**src/rtl/fastoff_pkg.sv**
```systemverilog
package fastoff_pkg;
  localparam int REG_W  = 8;
  localparam int ADDR_W = 3;

  localparam logic [ADDR_W-1:0] A_CTRL  = 3'd0;
  localparam logic [ADDR_W-1:0] A_SMIEN = 3'd1;
  localparam logic [ADDR_W-1:0] A_EVA   = 3'd2;
  localparam logic [ADDR_W-1:0] A_EVB   = 3'd3;
  localparam logic [ADDR_W-1:0] A_EVC   = 3'd4;
  localparam logic [ADDR_W-1:0] A_COUNT = 3'd5;
  localparam logic [ADDR_W-1:0] A_STAT  = 3'd6;

  localparam logic [REG_W-1:0] M_CTRL = 8'h1F;
  localparam logic [REG_W-1:0] M_EVA  = 8'hFB;
  localparam logic [REG_W-1:0] M_EVC  = 8'hE0;

  localparam logic [REG_W-1:0] RST_CTRL  = 8'h08;
  localparam logic [REG_W-1:0] RST_COUNT = 8'h0F;

  localparam int STAT_EXPIRE = 5;
  localparam int STAT_APM    = 7;

  typedef enum logic [1:0] {
    SEL_LONG = 2'b00,
    SEL_OFF  = 2'b01,
    SEL_ONE  = 2'b10,
    SEL_MID  = 2'b11
  } fastoff_sel_e;
endpackage

```
**src/rtl/fastoff_prescaler.sv**
```systemverilog
module fastoff_prescaler
  import fastoff_pkg::*;
#(
  parameter int LO_DIV = 32768,
  parameter int HI_DIV = 60000
) (
  input  logic         clk,
  input  logic         rst_n,
  input  logic         restart_i,
  input  fastoff_sel_e sel_i,
  output logic         tick_o
);
  localparam int LO_W = (LO_DIV > 2) ? $clog2(LO_DIV) : 1;
  localparam int HI_W = (HI_DIV > 2) ? $clog2(HI_DIV) : 1;

  logic [LO_W-1:0] lo_q;
  logic [HI_W-1:0] hi_q;
  logic            lo_last;
  logic            hi_last;

  always_comb begin
    lo_last = (lo_q == LO_W'(LO_DIV - 1));
    hi_last = (hi_q == HI_W'(HI_DIV - 1));
    unique case (sel_i)
      SEL_ONE:  tick_o = 1'b1;
      SEL_MID:  tick_o = lo_last;
      SEL_LONG: tick_o = lo_last && hi_last;
      default:  tick_o = 1'b0;
    endcase
  end

  // Low stage: runs in both prescaled modes.
  always_ff @(posedge clk) begin
    if (!rst_n || restart_i) begin
      lo_q <= '0;
    end else if (sel_i == SEL_MID || sel_i == SEL_LONG) begin
      lo_q <= lo_last ? '0 : lo_q + 1'b1;
    end
  end

  // High stage: advances once per low-stage wrap, only in the long mode.
  always_ff @(posedge clk) begin
    if (!rst_n || restart_i) begin
      hi_q <= '0;
    end else if (sel_i == SEL_LONG && lo_last) begin
      hi_q <= hi_last ? '0 : hi_q + 1'b1;
    end
  end
endmodule

```
**src/rtl/fastoff_downcnt.sv**
```systemverilog
module fastoff_downcnt
  import fastoff_pkg::*;
#(
  parameter int CNT_W = REG_W
) (
  input  logic             clk,
  input  logic             rst_n,
  input  logic             load_i,
  input  logic [CNT_W-1:0] load_val_i,
  input  logic [CNT_W-1:0] base_i,
  input  logic             tick_i,
  output logic             expire_o,
  output logic [CNT_W:0]   cnt_o
);
  logic [CNT_W:0] cnt_q;
  logic           at_one;

  assign at_one   = (cnt_q == (CNT_W+1)'(1));
  assign expire_o = tick_i && !load_i && at_one;
  assign cnt_o    = cnt_q;

  always_ff @(posedge clk) begin
    if (!rst_n) begin
      cnt_q <= {1'b0, RST_COUNT[CNT_W-1:0]} + 1'b1;
    end else if (load_i) begin
      cnt_q <= {1'b0, load_val_i} + 1'b1;
    end else if (tick_i) begin
      if (at_one) cnt_q <= {1'b0, base_i} + 1'b1;
      else        cnt_q <= cnt_q - 1'b1;
    end
  end
endmodule

```
**src/rtl/fastoff_regs.sv**
```systemverilog
module fastoff_regs
  import fastoff_pkg::*;
(
  input  logic              clk,
  input  logic              rst_n,
  input  logic              wr_en_i,
  input  logic [ADDR_W-1:0] wr_addr_i,
  input  logic [REG_W-1:0]  wr_data_i,
  input  logic [ADDR_W-1:0] rd_addr_i,
  output logic [REG_W-1:0]  rd_data_o,
  input  logic              set_expire_i,
  input  logic              set_apm_i,
  output fastoff_sel_e      sel_o,
  output logic              apm_armed_o,
  output logic [REG_W-1:0]  count_o,
  output logic              reload_o,
  output logic [REG_W-1:0]  reload_val_o,
  output logic [REG_W-1:0]  status_o
);
  logic [REG_W-1:0] ctrl_q, smien_q, eva_q, evb_q, evc_q, count_q, stat_q;
  logic [REG_W-1:0] stat_set;
  logic             wr_ctrl, wr_count, wr_stat;

  assign wr_ctrl  = wr_en_i && (wr_addr_i == A_CTRL);
  assign wr_count = wr_en_i && (wr_addr_i == A_COUNT);
  assign wr_stat  = wr_en_i && (wr_addr_i == A_STAT);

  always_ff @(posedge clk) begin
    if (!rst_n) begin
      ctrl_q  <= RST_CTRL;
      smien_q <= '0;
      eva_q   <= '0;
      evb_q   <= '0;
      evc_q   <= '0;
      count_q <= RST_COUNT;
    end else if (wr_en_i) begin
      unique case (wr_addr_i)
        A_CTRL:  ctrl_q  <= wr_data_i & M_CTRL;
        A_SMIEN: smien_q <= wr_data_i;
        A_EVA:   eva_q   <= wr_data_i & M_EVA;
        A_EVB:   evb_q   <= wr_data_i;
        A_EVC:   evc_q   <= wr_data_i & M_EVC;
        A_COUNT: count_q <= wr_data_i;
        default: ;
      endcase
    end
  end

  always_comb begin
    stat_set = '0;
    stat_set[STAT_EXPIRE] = set_expire_i;
    stat_set[STAT_APM]    = set_apm_i;
  end

  // Status: AND-mask clear, with set events taking priority.
  always_ff @(posedge clk) begin
    if (!rst_n) stat_q <= '0;
    else        stat_q <= (wr_stat ? (stat_q & wr_data_i) : stat_q) | stat_set;
  end

  always_comb begin
    unique case (rd_addr_i)
      A_CTRL:  rd_data_o = ctrl_q;
      A_SMIEN: rd_data_o = smien_q;
      A_EVA:   rd_data_o = eva_q;
      A_EVB:   rd_data_o = evb_q;
      A_EVC:   rd_data_o = evc_q;
      A_COUNT: rd_data_o = count_q;
      A_STAT:  rd_data_o = stat_q;
      default: rd_data_o = '0;
    endcase
  end

  assign sel_o        = fastoff_sel_e'(ctrl_q[4:3]);
  assign apm_armed_o  = ctrl_q[0] && smien_q[7];
  assign count_o      = count_q;
  assign reload_o     = wr_ctrl || wr_count;
  assign reload_val_o = wr_count ? wr_data_i : count_q;
  assign status_o     = stat_q;
endmodule

```
**src/rtl/fastoff_smi_timer.sv**
```systemverilog
module fastoff_smi_timer
  import fastoff_pkg::*;
#(
  parameter int PRE_LO_DIV = 32768,
  parameter int PRE_HI_DIV = 60000
) (
  input  logic              clk,
  input  logic              rst_n,
  input  logic              wr_en_i,
  input  logic [ADDR_W-1:0] wr_addr_i,
  input  logic [REG_W-1:0]  wr_data_i,
  input  logic [ADDR_W-1:0] rd_addr_i,
  output logic [REG_W-1:0]  rd_data_o,
  input  logic              apm_wr_i,
  output logic              smi_o
);
  fastoff_sel_e     sel;
  logic             apm_armed;
  logic             apm_hit;
  logic [REG_W-1:0] count_q;
  logic             reload;
  logic [REG_W-1:0] reload_val;
  logic [REG_W-1:0] status_q;
  logic             tick;
  logic             expire;
  logic [REG_W:0]   cnt;
  logic             smi_q;

  assign apm_hit = apm_wr_i && apm_armed;

  fastoff_regs u_regs (
    .clk          (clk),
    .rst_n        (rst_n),
    .wr_en_i      (wr_en_i),
    .wr_addr_i    (wr_addr_i),
    .wr_data_i    (wr_data_i),
    .rd_addr_i    (rd_addr_i),
    .rd_data_o    (rd_data_o),
    .set_expire_i (expire),
    .set_apm_i    (apm_hit),
    .sel_o        (sel),
    .apm_armed_o  (apm_armed),
    .count_o      (count_q),
    .reload_o     (reload),
    .reload_val_o (reload_val),
    .status_o     (status_q)
  );

  fastoff_prescaler #(
    .LO_DIV (PRE_LO_DIV),
    .HI_DIV (PRE_HI_DIV)
  ) u_pre (
    .clk       (clk),
    .rst_n     (rst_n),
    .restart_i (reload),
    .sel_i     (sel),
    .tick_o    (tick)
  );

  fastoff_downcnt #(
    .CNT_W (REG_W)
  ) u_cnt (
    .clk        (clk),
    .rst_n      (rst_n),
    .load_i     (reload),
    .load_val_i (reload_val),
    .base_i     (count_q),
    .tick_i     (tick),
    .expire_o   (expire),
    .cnt_o      (cnt)
  );

  always_ff @(posedge clk) begin
    if (!rst_n) smi_q <= 1'b0;
    else        smi_q <= expire || apm_hit;
  end

  assign smi_o = smi_q;
endmodule

```
**config.mk**
```make
export PLATFORM = sky130hd
export DESIGN_NAME = fastoff_smi_timer
export DESIGN_NICKNAME = d
export VERILOG_FILES = /design/src/rtl/fastoff_pkg.sv /design/src/rtl/fastoff_prescaler.sv /design/src/rtl/fastoff_downcnt.sv /design/src/rtl/fastoff_regs.sv /design/src/rtl/fastoff_smi_timer.sv
export SDC_FILE = /design/constraint.sdc
export NUM_CORES = 1
export LEC_CHECK = 0
export CORE_ASPECT_RATIO = 0.7
export CORE_MARGIN = 5
export CORE_UTILIZATION = 40
export CTS_CLUSTER_DIAMETER = 100
export DETAILED_ROUTE_END_ITERATION = 7
export MAX_ROUTING_LAYER = met4
export PLACE_DENSITY_LB_ADDON = 0.05
export SLEW_MARGIN = 5
export SYNTH_ARGS = -nofsm -noshare
export SYNTH_HDL_FRONTEND = slang
export SYNTH_HIERARCHICAL = 1
export SYNTH_SLANG_ARGS = --single-unit
```
**constraint.sdc**
```tcl
create_clock -name clk -period 2.7 [get_ports clk]
set_clock_uncertainty 0.05 [all_clocks]
set_input_delay 0.54 -clock clk [delete_from_list [all_inputs] [get_ports clk]]
set_output_delay 0.54 -clock clk [all_outputs]
set_load 0.05 [all_outputs]
```
# Word-level counts from Yosys, hierarchy flattened
# Cells that the tools add are included.
# totals
wordCells	69
reg_bits	88
inputBits	18
output_inout_bits	9
# op_classes
eq_ne	17
addsub	5
n_mux	9
bitwise_logic	2
n_reduce_logical	25
# op_table
op	count
$pmux W8 S7	1
$mux W9	3
$add A8 B1 Y9 const B	2
$eq A3 B3 Y1 const B	6
$add A16 B1 Y16 const B	1
$eq A16 B16 Y1 const B	1
$mux W16	1
$mux W8	2
$add A15 B1 Y15 const B	1
$eq A15 B15 Y1 const B	1
$mux W15	1
$eq A3 B2 Y1 const B	4
$reduce_and A2 Y1	6
$eq A9 B1 Y1 const B	1
$logic_and A1 B1 Y1	9
$sub A9 B1 Y9 const B	1
$and A8 B8 Y8	1
$or A8 B8 Y8	1
$eq A3 B1 Y1 const B	2
$logic_not A3 Y1	2
$eq A2 B2 Y1 const B	2
$logic_or A1 B1 Y1	4
$pmux W1 S3	1
$logic_not A1 Y1	2
other kinds (2)	2

# Logic depth before layout (Yosys ltp)
# depth
ltp_word	7
mapped_depth	12
ltp_nobuf	10

# Hierarchy
# The synthesis kept the hierarchy.
# by_module_without_submodules
module	instances	area_each_um2	seq_area_each_um2	cells_each
fastoff_regs	1	2202.1	940.9	223
fastoff_prescaler	1	1554.0	620.6	171
fastoff_downcnt	1	920.9	180.2	118
fastoff_smi_timer	1	36.3	20.0	3

# Worst setup path after synthesis
# Ideal clock, no wire load.
# synth_path
path_type	input port to output port
start	input port rd_addr_i[1]
end	output port rd_data_o[3]
slack_ns	-0.160
stages	4
t_arrival_ns	2.270
path_cell_list	buf_4 -> and2b_1 -> a22oi_1 -> a221oi_1
# synth_between
elab_chain_len	2
word_cells_on_any_way	8
classes_between	eq/ne: 6; mux: 1; reduce/logical: 1
# synth_rtl
element	line_no	source
start, declared	fastoff_smi_timer.sv:12	input logic [ADDR_W-1:0] rd_addr_i,
$eq A3 B3 Y1 (tied with other cells)	fastoff_regs.sv:62	unique case (rd_addr_i)
$pmux W8 S7 *	fastoff_regs.sv:62	
end, declared	fastoff_smi_timer.sv:13	output logic [REG_W-1:0] rd_data_o,
# Mark *: on every way between the ends. The rest lies on a longest branch, timed or not.

# Worst setup path in the final report
# layout_path
start	input port rd_addr_i[1]
end	output port rd_data_o[7]
# Same word-level chain as after synthesis.

==> flow_summary.json <==
{
  "grtUsageTotal": 0.179,
  "power_density_nw_per_um2": 514,
  "synth-seq-cells": 88,
  "grt_first_pass_wirelength_um": 19600,
  "grt_start_max_net_pins": 16,
  "clkTransAtPathRegs_ns": 0.06,
  "path_class": "input port to output port",
  "synth.largest_area_cell": "sky130_fd_sc_hd__dfxtp_1",
  "die-area_um2": 14100,
  "worst-path-max-fanout": 6,
  "final.period_utilization": 0.890,
  "grt_setup_unrepaired": "false",
  "routed_wl_um": 11900,
  "synth_warnings": 6,
  "num-fill-cells": 1105,
  "cts_hold_repair_buffers": 0,
  "worst_hold_path.endpoint": "u_regs/status_o[4]$_SDFFE_PN0P_",
  "power.ir.vdd_worst_uv": 372,
  "max-cap-violations": 0,
  "worst_ep_required_time_ns": 2.11,
  "clk_latency_ns": 0.34,
  "reg2reg_setup_slack_ns": 0.33,
  "clkSinkCount": 88,
  "final_hold_viol_count": 0,
  "power.leakage_nw": 2.30,
  "timing.hold.worst.class": "flop to flop",
  "detail_route.drc_violations": 0,
  "setup_violations": 0,
  "tritoncts": "built",
  "final_util": 0.498,
  "post_route_total_power_mw": 2.97,
  "syn-mean-instance-area_um2": 9.15,
  "vias_per_cell": 5.27,
  "layout-drive-gt1-share": 0.195,
  "seqCellArea_um2": 1760,
  "io-pin-count": 27,
  "cts_inserted_buffers": 9,
  "drt_first_iter_violations": 181,
  "routed-via-count": 3855,
  "first_global_vias": 3731,
  "maxClockFrequency_mhz": 416,
  "cts.root.buffer_cell": "sky130_fd_sc_hd__clkbuf_16",
  "initial_utilization": 0.406,
  "yosys-top-cells-area": "sky130_fd_sc_hd__dfxtp_1, sky130_fd_sc_hd__mux2i_1, sky130_fd_sc_hd__nor2_1, sky130_fd_sc_hd__xor2_1, sky130_fd_sc_hd__xnor2_1",
  "route.detailed.wl_per_inst_um": 16.3,
  "timing.hold.worst_path_depth": 1,
  "tightest_slew_ns": 0.559,
  "netlist.area_leader.share": 0.374,
  "placeableCoreArea_um2": 11600,
  "worstRegToRegCells": 10,
  "critical_path_arrival_ns": 1.81,
  "count_of_final_max_slew_check_failures": 0,
  "synth_most_common_cell": "sky130_fd_sc_hd__dfxtp_1",
  "synth_seq_area_share": 0.374,
  "synth.net_count": 543,
  "antenna_found_initial": 0,
  "rr_endpoint": "u_cnt/cnt_o[6]$_SDFFE_PN0P_",
  "slew-limit-headroom": 0.625,
  "final_replace_weighted_congestion": 0.794,
  "floorplan.rows": 33,
  "port_buffers": 26,
  "share_of_flip_flops_with_an_asynchronous_set_or_reset": 0,
  "critical_path.reg2reg.startpoint": "u_pre/hi_q[9]$_SDFFE_PP0P_",
  "die_width_um": 140,
  "nets": 598,
  "worstHoldStart": "u_regs/status_o[4]$_SDFFE_PN0P_",
  "n_antenna_cell": 0,
  "outcome": "complete, no violations",
  "synth_top_flop_cell": "sky130_fd_sc_hd__dfxtp_1",
  "finalCriticalPeriod_ns": 2.40,
  "multiInputGateArea_um2": 2780,
  "place_area_um2": 5430,
  "antenna_left": 0,
  "endpoint_kind": "output port",
  "cts.htree.levels": 3,
  "dieHeight_um": 101,
  "clock_path_buffers": 2,
  "synthesis.instances": 515,
  "detailed_placement_wirelength_estimate_um": 8880,
  "mappedNetlistArea_um2": 4710,
  "synth-edff-count": 0,
  "final_design_instance_area_without_fill_um2": 5780,
  "dr.pass1.iters": 4,
  "critical_path.startpoint_type": "input port",
  "grt_remaining_overflow": 0,
  "leading_post_synthesis_cells_by_instance_count": "sky130_fd_sc_hd__dfxtp_1, sky130_fd_sc_hd__nor2_1, sky130_fd_sc_hd__nand2_1",
  "synthDistinctLibCells": 71,
  "areaGrowthSynthToFinish_pct": 22.6
}
-- final cells by class --
type	count	share of cell area
Clock buffer	11	0.0420
Timing Repair Buffer	74	0.121
Clock inverter	5	0.00974
Tap cell	157	0.0340
Inverter	11	0.00714
Multi-Input combinational cell	386	0.482
Sequential cell	88	0.305
-- layer usage --
metal	global-route usage	up-vias	share of wire
met2	0.243	54	0.40
li1	-	1944	-
met1	0.270	1853	0.56
met3	0.0356	4	0.035
met5	-	-	0
met4	0.0395	0	0.0026
-- where the power goes --
| group | internal, mW | switching, mW |
|---|---|---|
| clock network | 0.741 | 0.526 |
| registers | 1.32 | 0.0229 |
| logic | 0.169 | 0.194 |
-- worst max path at each step --
stage | end | slack [ns] | cells after the start | startpoint
final | rd_data_o[7] | 0.30 | 8 | rd_addr_i[1]
after global routing | u_cnt/cnt_o[1]$_SDFFE_PN0P_ | 0.12 | 12 | u_pre/hi_q[9]$_SDFFE_PP0P_
after CTS | rd_data_o[4] | 0.007 | 5 | rd_addr_i[0]
after detailed placement | rd_data_o[3] | -0.02 | 5 | rd_addr_i[0]
after global placement | rd_data_o[6] | 0.004 | 6 | rd_addr_i[1]
after floorplan | rd_data_o[6] | 0.18 | 4 | rd_addr_i[2]
-- logic make-up (layout without fill, tap and decap cells) --
group / Yosys count / after routing / share of synthesized area
AOI/OAI and AO/OA: 82 / 82 / 0.124
xor gates and xnor gates: 42 / 42 / 0.0780
adders and majority gates: 10 / 10 / 0.0265
buffers and inverters: 41 / 101 / 0.0462
DFF: 88 / 88 / 0.374
muxes: 47 / 47 / 0.103
and+or+nand+nor: 205 / 205 / 0.248
-- metrics by stage --
stage / instances / hold slack (ns) / setup slack, ns / TNS (ns)
4_1_cts: 730 / 0.398 / 0.00748 / 0
5_1_grt: 732 / 0.410 / 0.120 / 0
3_5_place_dp: 714 / 0.390 / -0.0168 / -0.0168
2_1_floorplan: 515 / 0.377 / 0.178 / 0
6_report: 732 / 0.397 / 0.298 / 0
3_3_place_gp: 714 / 0.385 / 0.00376 / 0
-- cell usage in the layout, fill, tap and decap left out, types with 3 or more instances in the layout --
| master | count |
|---|---|
| sky130_fd_sc_hd__nand3_1 | 16 |
| sky130_fd_sc_hd__and4_1 | 3 |
| sky130_fd_sc_hd__a22oi_1 | 3 |
| sky130_fd_sc_hd__xnor2_1 | 18 |
| sky130_fd_sc_hd__buf_12 | 7 |
| sky130_fd_sc_hd__nor2b_1 | 8 |
| sky130_fd_sc_hd__and2_1 | 8 |
| sky130_fd_sc_hd__a2bb2oi_1 | 4 |
| sky130_fd_sc_hd__o31ai_1 | 3 |
| sky130_fd_sc_hd__dfxtp_1 | 88 |
| sky130_fd_sc_hd__buf_4 | 47 |
| sky130_fd_sc_hd__mux2i_1 | 35 |
| sky130_fd_sc_hd__nor3_1 | 6 |
| sky130_fd_sc_hd__mux2_2 | 12 |
| sky130_fd_sc_hd__nand2_1 | 37 |
| sky130_fd_sc_hd__ha_1 | 10 |
| sky130_fd_sc_hd__inv_1 | 10 |
| sky130_fd_sc_hd__a221oi_1 | 3 |
| sky130_fd_sc_hd__nand4_1 | 15 |
| sky130_fd_sc_hd__or2_1 | 4 |
| sky130_fd_sc_hd__clkdlybuf4s50_1 | 15 |
| sky130_fd_sc_hd__nor2_1 | 62 |
| sky130_fd_sc_hd__o211a_1 | 6 |
| sky130_fd_sc_hd__a221oi_2 | 4 |
| sky130_fd_sc_hd__nor3b_1 | 5 |
| sky130_fd_sc_hd__dlymetal6s2s_1 | 3 |
| sky130_fd_sc_hd__xor2_1 | 24 |
| sky130_fd_sc_hd__and3_1 | 8 |
| sky130_fd_sc_hd__a21oi_1 | 25 |
| sky130_fd_sc_hd__clkbuf_16 | 9 |
| sky130_fd_sc_hd__o21ai_0 | 8 |
-- critical path, stage by stage --
cell and delay (ns):
sky130_fd_sc_hd__dlymetal6s2s_1 0.15, sky130_fd_sc_hd__buf_2 0.18, sky130_fd_sc_hd__buf_4 0.17, sky130_fd_sc_hd__nor2b_1 0.11
sky130_fd_sc_hd__buf_4 0.14, sky130_fd_sc_hd__a2bb2oi_1 0.06, sky130_fd_sc_hd__a21oi_1 0.27, sky130_fd_sc_hd__buf_12 0.18
-- flip-flops by register name (all words and copies together) (netlist names), 7 cells and up --
name             cells
u_pre/lo_q          15
u_pre/hi_q          16
u_regs/status_o      8
u_regs/smien_q       8
u_cnt/cnt_o          9
u_regs/evb_q         8
u_regs/count_o       8
u_regs/eva_q         7
-- timing repair --
action,in CTS,in global routing
resized for setup,2,10
gates cloned,0,1
pin swaps,0,1
endpoints found under the setup margin,2,7
setup buffers,0,1
No activity file was read; power rests on OpenSTA's default activity.
